===== config.mk =====
export PLATFORM = sky130hd
export DESIGN_NAME = usb_irq_ctrl
export DESIGN_NICKNAME = d
export VERILOG_FILES = /design/src/rtl/usb_irq_pkg.sv /design/src/rtl/usb_irq_evt_map.sv /design/src/rtl/usb_irq_pend_reg.sv /design/src/rtl/usb_irq_router.sv /design/src/rtl/usb_irq_ctrl.sv
export SDC_FILE = /design/constraint.sdc
export NUM_CORES = 1
export LEC_CHECK = 0
export BUFFER_PORTS_ARGS = -buffer_cell sky130_fd_sc_hd__clkbuf_2
export CORE_ASPECT_RATIO = 1.2
export CORE_MARGIN = 2
export CORE_UTILIZATION = 40
export CTS_CLUSTER_SIZE = 8
export DETAILED_ROUTE_END_ITERATION = 16
export HOLD_SLACK_MARGIN = 0.15
export PLACE_DENSITY = 0.71
export SYNTH_ARGS = -nofsm -noshare
export SYNTH_HDL_FRONTEND = slang
export SYNTH_SLANG_ARGS = --single-unit

===== constraint.sdc =====
create_clock -name clk_i -period 2.9 [get_ports clk_i]
set_input_delay 0.87 -clock clk_i [delete_from_list [all_inputs] [get_ports clk_i]]
set_output_delay 0.87 -clock clk_i [all_outputs]
set_load 0.1 [all_outputs]

===== src/rtl/usb_irq_pkg.sv =====
package usb_irq_pkg;
  localparam int unsigned REG_W     = 32;
  localparam int unsigned ADDR_W    = 8;
  localparam int unsigned FRAME_BIT = 30;
  localparam int unsigned DEV_BIT   = 31;
  localparam int unsigned NUM_LINES = 2;

  localparam logic [ADDR_W-1:0] OFS_PEND  = 8'h20;
  localparam logic [ADDR_W-1:0] OFS_EN    = 8'h24;
  localparam logic [ADDR_W-1:0] OFS_ROUTE = 8'h28;

  // implemented bits: endpoint field plus frame and device bits
  function automatic logic [REG_W-1:0] impl_mask(input int unsigned ep_bits);
    logic [REG_W-1:0] m;
    m = '0;
    for (int unsigned i = 0; i < ep_bits; i++) m[i] = 1'b1;
    m[FRAME_BIT] = 1'b1;
    m[DEV_BIT]   = 1'b1;
    return m;
  endfunction
endpackage


===== src/rtl/usb_irq_evt_map.sv =====
module usb_irq_evt_map
  import usb_irq_pkg::*;
#(
  parameter int unsigned EP_BITS = 10,
  parameter int unsigned CHG_W   = 8
) (
  input  logic [EP_BITS-1:0] ep_done_i,
  input  logic [EP_BITS-1:0] nak_i,
  input  logic               nak_in_en_i,
  input  logic               nak_out_en_i,
  input  logic               ms_tick_i,
  input  logic               vbus_ok_i,
  input  logic               dev_conn_i,
  input  logic [CHG_W-1:0]   dev_chg_i,
  output logic [REG_W-1:0]   set_o
);
  logic [EP_BITS-1:0] ep_set;

  for (genvar i = 0; i < EP_BITS; i++) begin : g_ep
    if (i % 2 == 1) begin : g_in
      assign ep_set[i] = ep_done_i[i] | (nak_i[i] & nak_in_en_i);
    end else begin : g_out
      assign ep_set[i] = ep_done_i[i] | (nak_i[i] & nak_out_en_i);
    end
  end

  always_comb begin
    set_o                  = '0;
    set_o[EP_BITS-1:0]     = ep_set;
    set_o[FRAME_BIT]       = ms_tick_i & vbus_ok_i & dev_conn_i;
    set_o[DEV_BIT]         = |dev_chg_i;
  end
endmodule


===== src/rtl/usb_irq_pend_reg.sv =====
module usb_irq_pend_reg
  import usb_irq_pkg::*;
#(
  parameter logic [REG_W-1:0] MASK = '1
) (
  input  logic             clk_i,
  input  logic             rst_ni,
  input  logic [REG_W-1:0] set_i,
  input  logic [REG_W-1:0] clr_i,
  output logic [REG_W-1:0] pend_o
);
  logic [REG_W-1:0] pend_q;
  logic [REG_W-1:0] set_m, clr_m;

  assign set_m = set_i & MASK;
  assign clr_m = clr_i & MASK;

  // set has priority over a same-cycle clear
  always_ff @(posedge clk_i or negedge rst_ni) begin
    if (!rst_ni) pend_q <= '0;
    else         pend_q <= (pend_q & ~clr_m) | set_m;
  end

  assign pend_o = pend_q;

  assert_set_wins_R5: assert property (@(posedge clk_i) disable iff (!rst_ni)
    (set_m != '0) |=> ((pend_q & $past(set_m)) == $past(set_m)));

  assert_w1c_R4: assert property (@(posedge clk_i) disable iff (!rst_ni)
    ((clr_m & ~set_m) != '0) |=> ((pend_q & $past(clr_m & ~set_m)) == '0));

  assert_hold_R11: assert property (@(posedge clk_i) disable iff (!rst_ni)
    ((set_m == '0) && (clr_m == '0)) |=> $stable(pend_q));
endmodule


===== src/rtl/usb_irq_router.sv =====
module usb_irq_router
  import usb_irq_pkg::*;
(
  input  logic                 clk_i,
  input  logic                 rst_ni,
  input  logic [REG_W-1:0]     pend_i,
  input  logic [REG_W-1:0]     en_i,
  input  logic [REG_W-1:0]     route_i,
  output logic [NUM_LINES-1:0] irq_o
);
  logic [REG_W-1:0] live;
  assign live = pend_i & en_i;

  for (genvar l = 0; l < NUM_LINES; l++) begin : g_line
    if (l == 0) begin : g_l0
      assign irq_o[l] = |(live & ~route_i);
    end else begin : g_l1
      assign irq_o[l] = |(live & route_i);
    end
  end

  assert_no_en_R9: assert property (@(posedge clk_i) disable iff (!rst_ni)
    (en_i == '0) |-> (irq_o == '0));

  assert_route0_R10: assert property (@(posedge clk_i) disable iff (!rst_ni)
    (route_i == '0) |-> !irq_o[1]);
endmodule


===== src/rtl/usb_irq_ctrl.sv =====
module usb_irq_ctrl
  import usb_irq_pkg::*;
#(
  parameter int unsigned NUM_EP = 5,
  parameter int unsigned CHG_W  = 8
) (
  input  logic                 clk_i,
  input  logic                 rst_ni,
  input  logic [2*NUM_EP-1:0]  ep_done_i,
  input  logic [2*NUM_EP-1:0]  nak_i,
  input  logic                 nak_in_en_i,
  input  logic                 nak_out_en_i,
  input  logic                 ms_tick_i,
  input  logic                 vbus_ok_i,
  input  logic                 dev_conn_i,
  input  logic [CHG_W-1:0]     dev_chg_i,
  input  logic                 reg_we_i,
  input  logic [ADDR_W-1:0]    reg_addr_i,
  input  logic [REG_W-1:0]     reg_wdata_i,
  output logic [REG_W-1:0]     reg_rdata_o,
  output logic [NUM_LINES-1:0] irq_o
);
  localparam int unsigned      EP_BITS = 2 * NUM_EP;
  localparam logic [REG_W-1:0] IMPL    = impl_mask(EP_BITS);

  logic [REG_W-1:0] set_vec, clr_vec, pend, en_q, route_q;
  logic             wr_pend, wr_en, wr_route;

  assign wr_pend  = reg_we_i && (reg_addr_i == OFS_PEND);
  assign wr_en    = reg_we_i && (reg_addr_i == OFS_EN);
  assign wr_route = reg_we_i && (reg_addr_i == OFS_ROUTE);
  assign clr_vec  = wr_pend ? reg_wdata_i : '0;

  usb_irq_evt_map #(.EP_BITS(EP_BITS), .CHG_W(CHG_W)) u_evt (
    .ep_done_i   (ep_done_i),
    .nak_i       (nak_i),
    .nak_in_en_i (nak_in_en_i),
    .nak_out_en_i(nak_out_en_i),
    .ms_tick_i   (ms_tick_i),
    .vbus_ok_i   (vbus_ok_i),
    .dev_conn_i  (dev_conn_i),
    .dev_chg_i   (dev_chg_i),
    .set_o       (set_vec)
  );

  usb_irq_pend_reg #(.MASK(IMPL)) u_pend (
    .clk_i (clk_i),
    .rst_ni(rst_ni),
    .set_i (set_vec),
    .clr_i (clr_vec),
    .pend_o(pend)
  );

  always_ff @(posedge clk_i or negedge rst_ni) begin
    if (!rst_ni) begin
      en_q    <= '0;
      route_q <= '0;
    end else begin
      if (wr_en)    en_q    <= reg_wdata_i & IMPL;
      if (wr_route) route_q <= reg_wdata_i & IMPL;
    end
  end

  always_comb begin
    unique case (reg_addr_i)
      OFS_PEND:  reg_rdata_o = pend;
      OFS_EN:    reg_rdata_o = en_q;
      OFS_ROUTE: reg_rdata_o = route_q;
      default:   reg_rdata_o = '0;
    endcase
  end

  usb_irq_router u_route (
    .clk_i  (clk_i),
    .rst_ni (rst_ni),
    .pend_i (pend),
    .en_i   (en_q),
    .route_i(route_q),
    .irq_o  (irq_o)
  );

  assert_rsvd_zero_R8: assert property (@(posedge clk_i) disable iff (!rst_ni)
    (reg_rdata_o & ~IMPL) == '0);

  assert_en_store_R8: assert property (@(posedge clk_i) disable iff (!rst_ni)
    wr_en |=> (en_q == $past(reg_wdata_i & IMPL)));
endmodule


==> impl_metrics.ini <==
[grt]
grt_pass1_wl_mm = 8.50
grt-ovfl-total = 0
grt_pass1_vias = 1739
grtUsageTotal = 0.176
antenna_found_initial = 0
grt_max_degree = 37

[floorplanning]
core_area_um2 = 5560
die-area_um2 = 6280
die_w_um = 72.7
die_h_um = 86.4
io_pins = 110
start_util = 0.407
rows = 30

[finish]
final_core_util = 0.551
multi_input_area_um2 = 1260
finalNetCount = 368
seq_area_um2 = 901
drive_gt1_frac = 0.444
fillCellCount = 489
mostFrequentLayoutCells = 57 x clkbuf_2, 36 x dfrtp_1, 21 x inv_1
insertedDiodeCount = 0
final_area_um2 = 3060
area_growth_pct = 35.3
final_common_cell = clkbuf_2

[setup_path]
worstPathArrival_ns = 1.96
path_max_fanout = 6
r2r-start = u_pend.pend_o[8]
crit_path_start_kind = input port
crit_start = reg_addr_i[2]
crit_required_ns = 2.03
cp-end-kind = output pin
path_class = input port to output pin

[sta]
worst_pin_slew_ns = 0.915
min_period_ns = 2.83
setup_viol = 0
finClkSkew_ns = 0
hold_viol = 0
drv_slew = 0
fmax_mhz = 353
fin_crit_sh = 0.976
relSlewSlack = 0.390
rsz0062_at_grt = no
setup_tns_ns = 0

[synthesis]
synth.area.top_cells = dfrtp_1 40%, mux2_4 13%, buf_4 6.6%
seq_area_frac_synth = 0.398
synth-xor-area-share = 0
synth_cells = 215
yosys_warnings = 0
synth.distinct_cells = 28
synthMuxAreaShare = 0.206
ys_ff_latch = 36
yosysTopAreaCell = dfrtp_1
synth_top_family_by_area = multiplexers
avgSynthCellArea_um2 = 10.5
synth_top_area_frac = 0.398
yosys.area_share.simple = 0.144
synth-adder-area-share = 0
syn_area_um2 = 2260
synth_compound_area_frac = 0.127

[drt]
num_vias = 1768
firstDrtPassIters = 4
drt-wirelength-per-cell_um = 14.5
antenna_left = 0
drt-total-wl_mm = 5.19
drc_errors = 0
vias_per_cell = 4.95
drt_iter0_drc = 73

[run]
cap_violations = 0

[clocking]
cts_sinks = 36
cts_buffers = 5
clock_path_buffers = 2
clk_latency_ns = 0.29
tritoncts = done
root_buffer = clkbuf_8
clk_pin_slew_ns = 0.07
htree_levels = 2

[power]
powerDensity_nw_per_um2 = 426
ir_worst_vdd_mv = 0.225
p_sw_mw = 0.432
swShare = 0.331
leakage_nw = 1.59
pwr-share-comb = 0.255
pwr-share-seq = 0.410
intPower_mw = 0.872
clkPwrFrac = 0.335

[worst_hold_path]
hp-class = register to register
worstHoldStart = route_q[4]

[outcome]
status = complete, no violations

[placed_design]
gp_congestion = 0.773
placed_area_um2 = 2940
portBuffers = 69
dpl.hpwl_mm = 4.02
## final cells by class
cell class                      count  share of cell area
Multi-Input combinational cell    149               0.410
Sequential cell                    36               0.294
Timing Repair Buffer               79               0.208
Tap cell                           64              0.0262
Inverter                           21              0.0257
Clock buffer                        6              0.0237
Clock inverter                      2              0.0114
## cell families after synthesis
| family | Yosys count |
|---|---|
| compound gates | 38 |
| buf+inv | 49 |
| flops | 36 |
| mux | 36 |
| other cells | 1 |
| simple gates | 55 |
## sequential cells by signal, indices dropped and copies added (netlist names)
register and count:
en_q 12, route_q 12, u_pend.pend_o 12
## Yosys cell counts
cell type	n
inv_1	21
nand4_2	2
nor2b_1	2
and4_2	1
nand3b_1	9
mux2i_1	12
mux2_2	4
o21ai_0	11
buf_4	20
or4_1	2
nor2_1	15
nand2_1	4
conb_1	1
nor4b_4	1
a31oi_1	1
mux2_4	20
o21a_1	1
o2111ai_1	3
a2bb2oi_1	12
buf_6	2
dfrtp_1	36
nand3_1	13
a221oi_1	10
clkbuf_1	2
or3_1	2
nand4_1	3
nor3_1	1
buf_2	4
## timing repair
action                                  CTS  global route
endpoints found under the setup margin    0             3
resized for setup                         0             3
buffers inserted                          0             0
hold buffers                              0             0
## path summary, 6_finish.rpt
check	to	slack, ns	depth (start not counted)
setup / recovery	reg_rdata_o[8]	0.07	6
hold reg to reg	route_q[4]	0.57	1
min in group asynchronous	route_q[30]	0.70	1
hold / removal	route_q[4]	0.57	1
max in group asynchronous	en_q[4]	1.62	1
setup reg to reg	u_pend.pend_o[8]	1.94	2
## layer usage
layer  up-vias  GRT usage  share of wire  wire [um]
li1        889          -              -          -
met1       814      0.223           0.43       2240
met2        58      0.302           0.51       2640
met3         7     0.0349          0.048        247
met4         0     0.0505          0.013         65
met5         -          0              0          0
## worst max-delay path, cell delays in order
cell and delay (ns):
clkbuf_2 0.20, buf_12 0.15, mux2i_1 0.18, a2bb2oi_1 0.30, nor2_4 0.08, buf_12 0.17
## per-stage QoR
step,setup WS (ns),power (mW),instances,hold slack [ns]
after floorplan,-0.148,0.807,234,0.516
after global placement,0.0604,0.870,349,0.537
after detailed placement,0.0650,0.875,349,0.544
after CTS,0.0643,1.31,357,0.564
after global routing,0.0198,1.36,357,0.583
final,0.0695,1.30,357,0.565
## power groups by stage
stage | Combinational [mW] | Sequential (mW) | Clock (mW)
2_1_floorplan | 0.267 | 0.540 | 0
3_3_place_gp | 0.328 | 0.542 | 0
3_5_place_dp | 0.332 | 0.543 | 0
4_1_cts | 0.332 | 0.534 | 0.442
5_1_grt | 0.352 | 0.537 | 0.469
6_report | 0.333 | 0.535 | 0.436
Note: power is estimated with default switching activity, not from simulation.
